$ cat config.mk
export PLATFORM = sky130hd
export DESIGN_NAME = timer_pinshare
export DESIGN_NICKNAME = d
export VERILOG_FILES = /design/src/rtl/tpin_pkg.sv /design/src/rtl/tpin_sync.sv /design/src/rtl/tpin_core.sv /design/src/rtl/tpin_mux.sv /design/src/rtl/timer_pinshare.sv
export SDC_FILE = /design/constraint.sdc
export NUM_CORES = 1
export LEC_CHECK = 0
export ABC_AREA = 1
export BUFFER_PORTS_ARGS = -buffer_cell sky130_fd_sc_hd__buf_4
export CORE_ASPECT_RATIO = 1.25
export CORE_MARGIN = 5
export CORE_UTILIZATION = 30
export CTS_BUF_LIST = sky130_fd_sc_hd__clkbuf_16
export DETAILED_ROUTE_END_ITERATION = 6
export GPL_TIMING_DRIVEN = 0
export SLEW_MARGIN = 20
export SYNTH_ARGS = -nofsm -noshare
export SYNTH_HDL_FRONTEND = slang
export SYNTH_SLANG_ARGS = --single-unit
$ cat constraint.sdc
create_clock -name clk -period 1.76 [get_ports clk]
set_clock_uncertainty 0.05 [all_clocks]
set_input_delay 0.176 -clock clk [delete_from_list [all_inputs] [get_ports clk]]
set_output_delay 0.176 -clock clk [all_outputs]
set_load 0.02 [all_outputs]
$ cat src/rtl/tpin_pkg.sv
package tpin_pkg;
  typedef enum logic {SRC_EDGE = 1'b0, SRC_GATE = 1'b1} tin_mode_e;
  typedef enum logic {OUT_IRQ = 1'b0, OUT_SQUARE = 1'b1} tout_mode_e;
  localparam int ALT_TIN  = 0;
  localparam int ALT_TOUT = 1;
  localparam int ALT_ACK  = 2;
endpackage

$ cat src/rtl/tpin_sync.sv
module tpin_sync #(
  parameter bit RST_VAL = 1'b0
) (
  input  logic clk,
  input  logic rst_n,
  input  logic d,
  output logic lvl,
  output logic rise
);
  logic s1, s2, s3;

  always_ff @(posedge clk or negedge rst_n) begin
    if (!rst_n) begin
      s1 <= RST_VAL;
      s2 <= RST_VAL;
      s3 <= RST_VAL;
    end else begin
      s1 <= d;
      s2 <= s1;
      s3 <= s2;
    end
  end

  assign lvl  = s2;
  assign rise = s2 & ~s3;


  rise_single_chk: assert property (@(posedge clk) disable iff (!rst_n)
    rise |=> !rise);
endmodule

$ cat src/rtl/tpin_core.sv
module tpin_core #(
  parameter int CNT_W = 16
) (
  input  logic             clk,
  input  logic             rst_n,
  input  logic             en,
  input  logic             tick,
  input  logic             clr,
  input  logic [CNT_W-1:0] preload,
  output logic [CNT_W-1:0] cnt,
  output logic             flag,
  output logic             sq,
  output logic             zero_evt,
  output logic             en_rise
);
  logic en_q;

  function automatic logic [CNT_W-1:0] next_count(input logic [CNT_W-1:0] c,
                                                   input logic [CNT_W-1:0] p);
    return (c == '0) ? p : c - 1'b1;
  endfunction

  assign en_rise  = en & ~en_q;
  assign zero_evt = en & en_q & tick & (cnt == '0);

  always_ff @(posedge clk or negedge rst_n) begin
    if (!rst_n) begin
      en_q <= 1'b0;
      cnt  <= '0;
      sq   <= 1'b1;
      flag <= 1'b0;
    end else begin
      en_q <= en;
      if (en_rise) begin
        cnt <= preload;
        sq  <= 1'b1;
      end else if (en && tick) begin
        cnt <= next_count(cnt, preload);
        if (zero_evt) sq <= ~sq;
      end
      if (zero_evt)  flag <= 1'b1;
      else if (clr)  flag <= 1'b0;
    end
  end


  reload_chk: assert property (@(posedge clk) disable iff (!rst_n)
    zero_evt |=> cnt == $past(preload));

  flag_set_chk: assert property (@(posedge clk) disable iff (!rst_n)
    zero_evt |=> flag);

  flag_hold_chk: assert property (@(posedge clk) disable iff (!rst_n)
    (flag && !clr) |=> flag);

  sq_toggle_chk: assert property (@(posedge clk) disable iff (!rst_n)
    zero_evt |=> sq != $past(sq));

  hold_chk: assert property (@(posedge clk) disable iff (!rst_n)
    !en |=> $stable(cnt));
endmodule

$ cat src/rtl/tpin_mux.sv
module tpin_mux #(
  parameter int PIN_N    = 8,
  parameter int TIN_PIN  = 3,
  parameter int TOUT_PIN = 4,
  parameter int ACK_PIN  = 5
) (
  input  logic             clk,
  input  logic             rst_n,
  input  logic [2:0]       alt_sel,
  input  logic             tout,
  input  logic [PIN_N-1:0] ddr,
  input  logic [PIN_N-1:0] gp_out,
  input  logic [PIN_N-1:0] pin_in,
  output logic [PIN_N-1:0] pin_out,
  output logic [PIN_N-1:0] pin_oe,
  output logic [PIN_N-1:0] port_rd
);
  for (genvar i = 0; i < PIN_N; i++) begin : g_pin
    localparam bit IS_TIN  = (i == TIN_PIN);
    localparam bit IS_TOUT = (i == TOUT_PIN);
    localparam bit IS_ACK  = (i == ACK_PIN);
    logic alt_here;
    assign alt_here   = (IS_TIN  && alt_sel[tpin_pkg::ALT_TIN])
                      | (IS_TOUT && alt_sel[tpin_pkg::ALT_TOUT])
                      | (IS_ACK  && alt_sel[tpin_pkg::ALT_ACK]);
    assign pin_oe[i]  = alt_here ? IS_TOUT : ddr[i];
    assign pin_out[i] = alt_here ? (IS_TOUT & tout) : gp_out[i];
    assign port_rd[i] = (!alt_here && ddr[i]) ? gp_out[i] : pin_in[i];
  end


  tin_input_chk: assert property (@(posedge clk) disable iff (!rst_n)
    alt_sel[tpin_pkg::ALT_TIN] |-> !pin_oe[TIN_PIN]);

  tout_drive_chk: assert property (@(posedge clk) disable iff (!rst_n)
    alt_sel[tpin_pkg::ALT_TOUT] |-> (pin_oe[TOUT_PIN] && pin_out[TOUT_PIN] == tout));
endmodule

$ cat src/rtl/timer_pinshare.sv
module timer_pinshare #(
  parameter int CNT_W    = 16,
  parameter int PIN_N    = 8,
  parameter int TIN_PIN  = 3,
  parameter int TOUT_PIN = 4,
  parameter int ACK_PIN  = 5
) (
  input  logic             clk,
  input  logic             rst_n,
  input  logic             timer_en,
  input  logic             tin_mode,
  input  logic             tout_mode,
  input  logic             irq_en,
  input  logic             stat_clr,
  input  logic [CNT_W-1:0] preload,
  input  logic [2:0]       alt_sel,
  input  logic [PIN_N-1:0] ddr,
  input  logic [PIN_N-1:0] gp_out,
  input  logic [PIN_N-1:0] pin_in,
  output logic [PIN_N-1:0] pin_out,
  output logic [PIN_N-1:0] pin_oe,
  output logic [PIN_N-1:0] port_rd,
  output logic [CNT_W-1:0] count,
  output logic             zero_flag
);
  import tpin_pkg::*;

  tin_mode_e  src_mode;
  tout_mode_e out_mode;
  logic tin_lvl, tin_rise, ack_lvl, ack_rise_unused;
  logic tick, clr, sq, tout, zero_evt, en_rise;

  assign src_mode = tin_mode_e'(tin_mode);
  assign out_mode = tout_mode_e'(tout_mode);

  tpin_sync #(.RST_VAL(1'b0)) u_tin_sync (
    .clk(clk), .rst_n(rst_n), .d(pin_in[TIN_PIN]),
    .lvl(tin_lvl), .rise(tin_rise));

  tpin_sync #(.RST_VAL(1'b1)) u_ack_sync (
    .clk(clk), .rst_n(rst_n), .d(pin_in[ACK_PIN]),
    .lvl(ack_lvl), .rise(ack_rise_unused));

  always_comb begin
    if (!alt_sel[ALT_TIN])          tick = 1'b1;
    else if (src_mode == SRC_GATE)  tick = tin_lvl;
    else                            tick = tin_rise;
  end

  assign clr  = stat_clr | (alt_sel[ALT_ACK] & ~ack_lvl);
  assign tout = (out_mode == OUT_SQUARE) ? sq : ~(zero_flag & irq_en);

  tpin_core #(.CNT_W(CNT_W)) u_core (
    .clk(clk), .rst_n(rst_n), .en(timer_en), .tick(tick), .clr(clr),
    .preload(preload), .cnt(count), .flag(zero_flag), .sq(sq),
    .zero_evt(zero_evt), .en_rise(en_rise));

  tpin_mux #(.PIN_N(PIN_N), .TIN_PIN(TIN_PIN), .TOUT_PIN(TOUT_PIN), .ACK_PIN(ACK_PIN)) u_mux (
    .clk(clk), .rst_n(rst_n), .alt_sel(alt_sel), .tout(tout), .ddr(ddr),
    .gp_out(gp_out), .pin_in(pin_in), .pin_out(pin_out), .pin_oe(pin_oe),
    .port_rd(port_rd));


  gate_halt_chk: assert property (@(posedge clk) disable iff (!rst_n)
    (alt_sel[ALT_TIN] && src_mode == SRC_GATE && !tin_lvl && !en_rise) |=> $stable(count));

  irq_pin_chk: assert property (@(posedge clk) disable iff (!rst_n)
    (alt_sel[ALT_TOUT] && out_mode == OUT_IRQ && zero_flag && irq_en) |-> !pin_out[TOUT_PIN]);

  zero_flag_chk: assert property (@(posedge clk) disable iff (!rst_n)
    zero_evt |=> zero_flag);
endmodule

# Word-level counts from Yosys, hierarchy flattened
# Index checks and enable logic that the tools add are counted.
# totals
register_bits	24
inputBits	50
out_inout_bits	41
wordCells	60
# op_classes
addsub	1
muxes	25
n_bitwise	13
reduce_logical	12
# ops
cell	n
two-way mux 16 bit	3
two-way mux 1 bit	22
zero test 16 bit	1
subtractor 16 x 1 -> 16 bit (second input constant)	1
bitwise AND 1 bit	7
nonzero test 2 bit	3
NOT 1 bit	5
logical AND 1 bit	4
zero test 1 bit	3
AND reduction 2 bit	1
bitwise OR 1 bit	1

# Logic depth before layout (Yosys ltp)
# depth
ltp_word	9
depth_mapped	10
ltp_nobuf	10

# By module
# Synthesis repeated with hierarchy kept, for this count alone.
# unflattened
hier_cells	291
area_unflattened_um2	1880.6
# modules_own_cells
mod	instances	cells_each	area_per_inst_um2	seq_area_each_um2
tpin_core	1	220	1415.1	476.7
tpin_mux	1	50	237.7	0.0
tpin_sync at u_ack_sync	1	5	88.8	78.8
tpin_sync at u_tin_sync	1	5	85.1	75.1
timer_pinshare	1	11	53.8	0.0

# Least setup slack after synthesis
# No wires, ideal clock.
# synth_timing
kind	flip-flop to flip-flop
startpoint	register u_core.cnt[0]
endpoint	register u_core.cnt[11]
setup_time_ns	0.124
arrival_time_ns	1.538
required_time_ns	1.586
path_slack_ns	0.048
path_stages_with_launch	11
path_buffers	1
synth_period_minus_slack_ns	1.712
path_cell_list	dfrtp_1 inv_1 ha_1 nand2_1 nor2_1 nand3_4 nand2_4 buf_6 nand2_1 nand2_1 o21bai_2
# synth_via
elab_chain_cells	4
word_cells_on_any_way	5
classes_between	add/sub: 1; mux: 3; reduce/logical: 1
# synth_rtl
item	line_no	rtl
start: declaration	tpin_core.sv:10	output logic [CNT_W-1:0] cnt,
start signal: assignment	tpin_core.sv:35	cnt <= preload;
start signal: assignment	tpin_core.sv:38	cnt <= next_count(cnt, preload);
subtractor 16 x 1 -> 16 bit / zero test 16 bit (equally long branches)	tpin_core.sv:20	return (c == '0) ? p : c - 1'b1;
two-way mux 16 bit *	tpin_core.sv:20	
two-way mux 16 bit *	tpin_core.sv:37	end else if (en && tick) begin
two-way mux 16 bit *	tpin_core.sv:34	if (en_rise) begin
# Every way passes the cells marked *; elsewhere a longest branch is shown, timed or not. The select of a mux whose other input is x is not followed.
# A chain may end at the register's enable or synchronous reset.

# Worst setup path in the final report
# layout_timing
startpoint	register u_core.cnt[0]
endpoint	register u_core.cnt[14]
# Same word-level chain as after synthesis.

==> results.sh <==
export IMPL_required_ns=1.86
export IMPL_die_h_um=97.7
export IMPL_area_growth_pct=52.2
export IMPL_dr_pass1_iters=4
export IMPL_multi_input_area_um2=967
export IMPL_critPathArrivalTime_ns=1.71
export IMPL_syn_nets=331
export IMPL_maxSlewHeadroom_pct=76.9
export IMPL_drv_slew=0
export IMPL_maxCapViolCount=0
export IMPL_setup_violations=0
export IMPL_cts_root_buf="clkbuf_16"
export IMPL_globalplace_congestion=0.903
export IMPL_grtUsageTotal_pct=13.8
export IMPL_final_antenna_net_count=0
export IMPL_hold_viol_final=0
export IMPL_yosysUniqueCellTypes=30
export IMPL_die_x_um=80.2
export IMPL_grt_overflow=0
export IMPL_grt_pass1_wl_um=8790
export IMPL_fillers=639
export IMPL_cts_made_buffers=3
export IMPL_met1_length_um=2110
export IMPL_cts_sinks=24
export IMPL_r2r_cells=9
export IMPL_worstSetupPathType="flip-flop to flip-flop"
export IMPL_max_freq_mhz=621
export IMPL_drtIter0Drc=63
export IMPL_tightest_slew_ns=0.343
export IMPL_io_buffers=90
export IMPL_leakagePower_uw=0.00154
export IMPL_wirelength_um=5330
export IMPL_final_nets=432
export IMPL_avgRoutedWirePerCell_um=11.5
export IMPL_instances_no_fill=464
export IMPL_wl_met3_um=432
export IMPL_grt_pass1_vias=1964
export IMPL_vias=2041
export IMPL_powerDensity_nw_per_um2=951
export IMPL_dieArea_um2=7830
export IMPL_cp_startpoint="u_core.cnt[0]"
export IMPL_rrSetupSlack_ns=0.15
export IMPL_cts_max_path_buffers=2
export IMPL_clock_latency_ns=0.27
export IMPL_critPathLaunchType="flip-flop"
export IMPL_endpoint_kind="flip-flop"
export IMPL_crit_reg2reg_launch="u_core.cnt[0]"
export IMPL_antenna_found_initial=0
export IMPL_drc=0
export IMPL_netlist_area_um2=1850
export IMPL_cp_endpoint="u_core.cnt[14]"
export IMPL_highest_layer="met4"
export IMPL_hp_class="primary input to flip-flop"
export IMPL_cts_max_level=1
export IMPL_clkTransAtPathRegs_ns=0.06
export IMPL_yosysSeqAreaShare_pct=32.7
export IMPL_wl_met2_um=2690
export IMPL_start_util_pct=30.3
export IMPL_finalCriticalPeriod_ns=1.61
export IMPL_period_share_pct=91.5
export IMPL_ir_worst_vdd_v=0.000506
export IMPL_num_rows=32
export IMPL_dpl_cell_count=454
export IMPL_critPathMaxFanout=5
export IMPL_synth_seq_cells=24
export IMPL_core_area_um2=6090
export IMPL_grt_max_degree=25
export IMPL_fin_util_pct=46.2
export IMPL_avgSynthCellArea_um2=6.62
export IMPL_yosys_warnings=0
export IMPL_rsz0062_at_grt="false"
export IMPL_synthCells=279
export IMPL_outcome="completed"
export IMPL_r2r_end="u_core.cnt[14]"
export IMPL_register_area_um2=608
export IMPL_diodes=0
export IMPL_drive_gt1_share_pct=37.5
export IMPL_cts_tree="yes"
export IMPL_io_pins=91
export IMPL_dp_final_hpwl_um=4260
export IMPL_whs_path_depth=2
export IMPL_vias_per_cell=4.40
through the flow:
| stage | setup WS (ns) | instance area [µm²] | hold WS [ns] | TNS (ns) | total power, µW |
|---|---|---|---|---|---|
| after floorplan | 0.0477 | 1850 | -0.170 | 0 | 1520 |
| after global placement | -0.109 | 2630 | 0.0493 | -1.44 | 1960 |
| after detailed placement | -0.101 | 2630 | 0.0547 | -1.28 | 1980 |
| after CTS | 0.0333 | 2780 | 0.0327 | 0 | 2680 |
| after global routing | 0.0388 | 2810 | 0.0378 | 0 | 2860 |
| final | 0.150 | 2810 | 0.0375 | 0 | 2670 |
per-layer routing:
layer	global-route usage [%]	up-vias
met3	2.78	7
met5	0	-
met4	5.20	0
met1	16.1	915
met2	24.2	68
li1	-	1051
power breakdown:
group	internal, µW	leakage (µW)	switching [µW]	total (µW)
Combinational	511	0.00121	661	1170
Sequential	669	0.000284	170	839
Clock	453	0.0000511	210	663
registers in the layout (all words and copies together) (netlist names):
name and flops:
u_tin_sync.s3 1, u_core.sq 1, u_ack_sync.s1 1, u_tin_sync.s1 1, u_core.cnt 16, u_tin_sync.lvl 1, u_core.flag 1, u_ack_sync.lvl 1
u_core.en_q 1
worst min-delay path by stage:
stage / startpoint / endpoint / slack [ns]
after floorplan: rst_n / u_core.cnt[0] / -0.17
after global placement: rst_n / u_core.cnt[6] / 0.05
after detailed placement: rst_n / u_core.cnt[10] / 0.05
after CTS: stat_clr / u_core.flag / 0.03
after global routing: stat_clr / u_core.flag / 0.04
final: stat_clr / u_core.flag / 0.04
logic make-up (layout without fill, tap and decap cells):
family | Yosys count | after routing | synth area share, %
muxes | 7 | 7 | 4.27
AOI/OAI and AO/OA | 16 | 16 | 6.03
and+or+nand+nor | 167 | 167 | 38.8
xor gates and xnor gates | 2 | 2 | 0.949
adders and majority gates | 2 | 2 | 1.35
DFF | 24 | 24 | 32.7
buffers and inverters | 61 | 161 | 15.9
critical path, cell delays in order, from the launching register on:
cell and delay (ns):
dfrtp_2 0.44, inv_2 0.09, ha_1 0.22, nand2_1 0.16
nor2_1 0.17, nand2_1 0.07, nand2_1 0.05, nand2_1 0.05
nor2_1 0.12, o21bai_2 0.08
synthesized netlist by cell type:
| cell | number | share of area (%) |
|---|---|---|
| nand2_4 | 1 | 0.61 |
| a31oi_1 | 1 | 0.34 |
| nand4_1 | 5 | 1.7 |
| a21oi_1 | 3 | 0.81 |
| nor2_1 | 42 | 8.5 |
| buf_2 | 1 | 0.27 |
| nor3_1 | 1 | 0.27 |
| o21ai_1 | 3 | 0.81 |
| nor2_4 | 1 | 0.61 |
| buf_6 | 2 | 1.2 |
| clkbuf_8 | 1 | 0.75 |
| dfrtp_1 | 21 | 28 |
| clkbuf_1 | 1 | 0.20 |
| nand3_1 | 28 | 7.6 |
| xor2_1 | 1 | 0.47 |
| o21bai_2 | 4 | 2.4 |
| nor2_2 | 2 | 0.68 |
| nand3_4 | 1 | 0.95 |
| nand2_1 | 83 | 17 |
| dfstp_2 | 3 | 4.3 |
| or2_2 | 2 | 0.68 |
| mux2_2 | 7 | 4.3 |
| o21ai_0 | 3 | 0.81 |
| a211oi_1 | 1 | 0.41 |
| o31ai_1 | 1 | 0.41 |
| inv_1 | 46 | 9.3 |
| nand2_2 | 1 | 0.34 |
| ha_1 | 2 | 1.4 |
| xnor2_1 | 1 | 0.47 |
| buf_4 | 10 | 4.1 |
final cells by class:
cell class / count / share of cell area [%]
Buffer: 15 / 4.32
Clock buffer: 3 / 2.67
Clock inverter: 1 / 1.07
Inverter: 46 / 6.14
Multi-Input combinational cell: 194 / 34.4
Sequential cell: 24 / 21.6
Tap cell: 85 / 3.78
Timing Repair Buffer: 96 / 26.0
cell usage in the layout (no fill, tap or decap), types with 2 or more instances in the layout:
cell type,count
buf_4,102
inv_1,45
o21bai_2,4
mux2_2,7
buf_6,2
nand2_2,2
nor2_1,38
o21ai_1,3
nor2_2,5
dfrtp_2,3
or2_2,2
dfstp_2,3
a21oi_1,3
ha_1,2
nand3_1,28
dlygate4sd3_1,4
nand2_1,82
clkbuf_16,3
o21ai_0,3
dfrtp_1,18
nor2_4,2
nand4_1,5
timing repair:
action | in CTS | in global routing
gates cloned | 0 | 0
endpoints found under the setup margin | 16 | 16
resized for setup | 2 | 10
hold buffers | 4 | 0
pin swaps | 0 | 1
buffers inserted | 1 | 1
endpoints found under the hold margin | 24 | 0
Power figures use the tool's default switching activity.
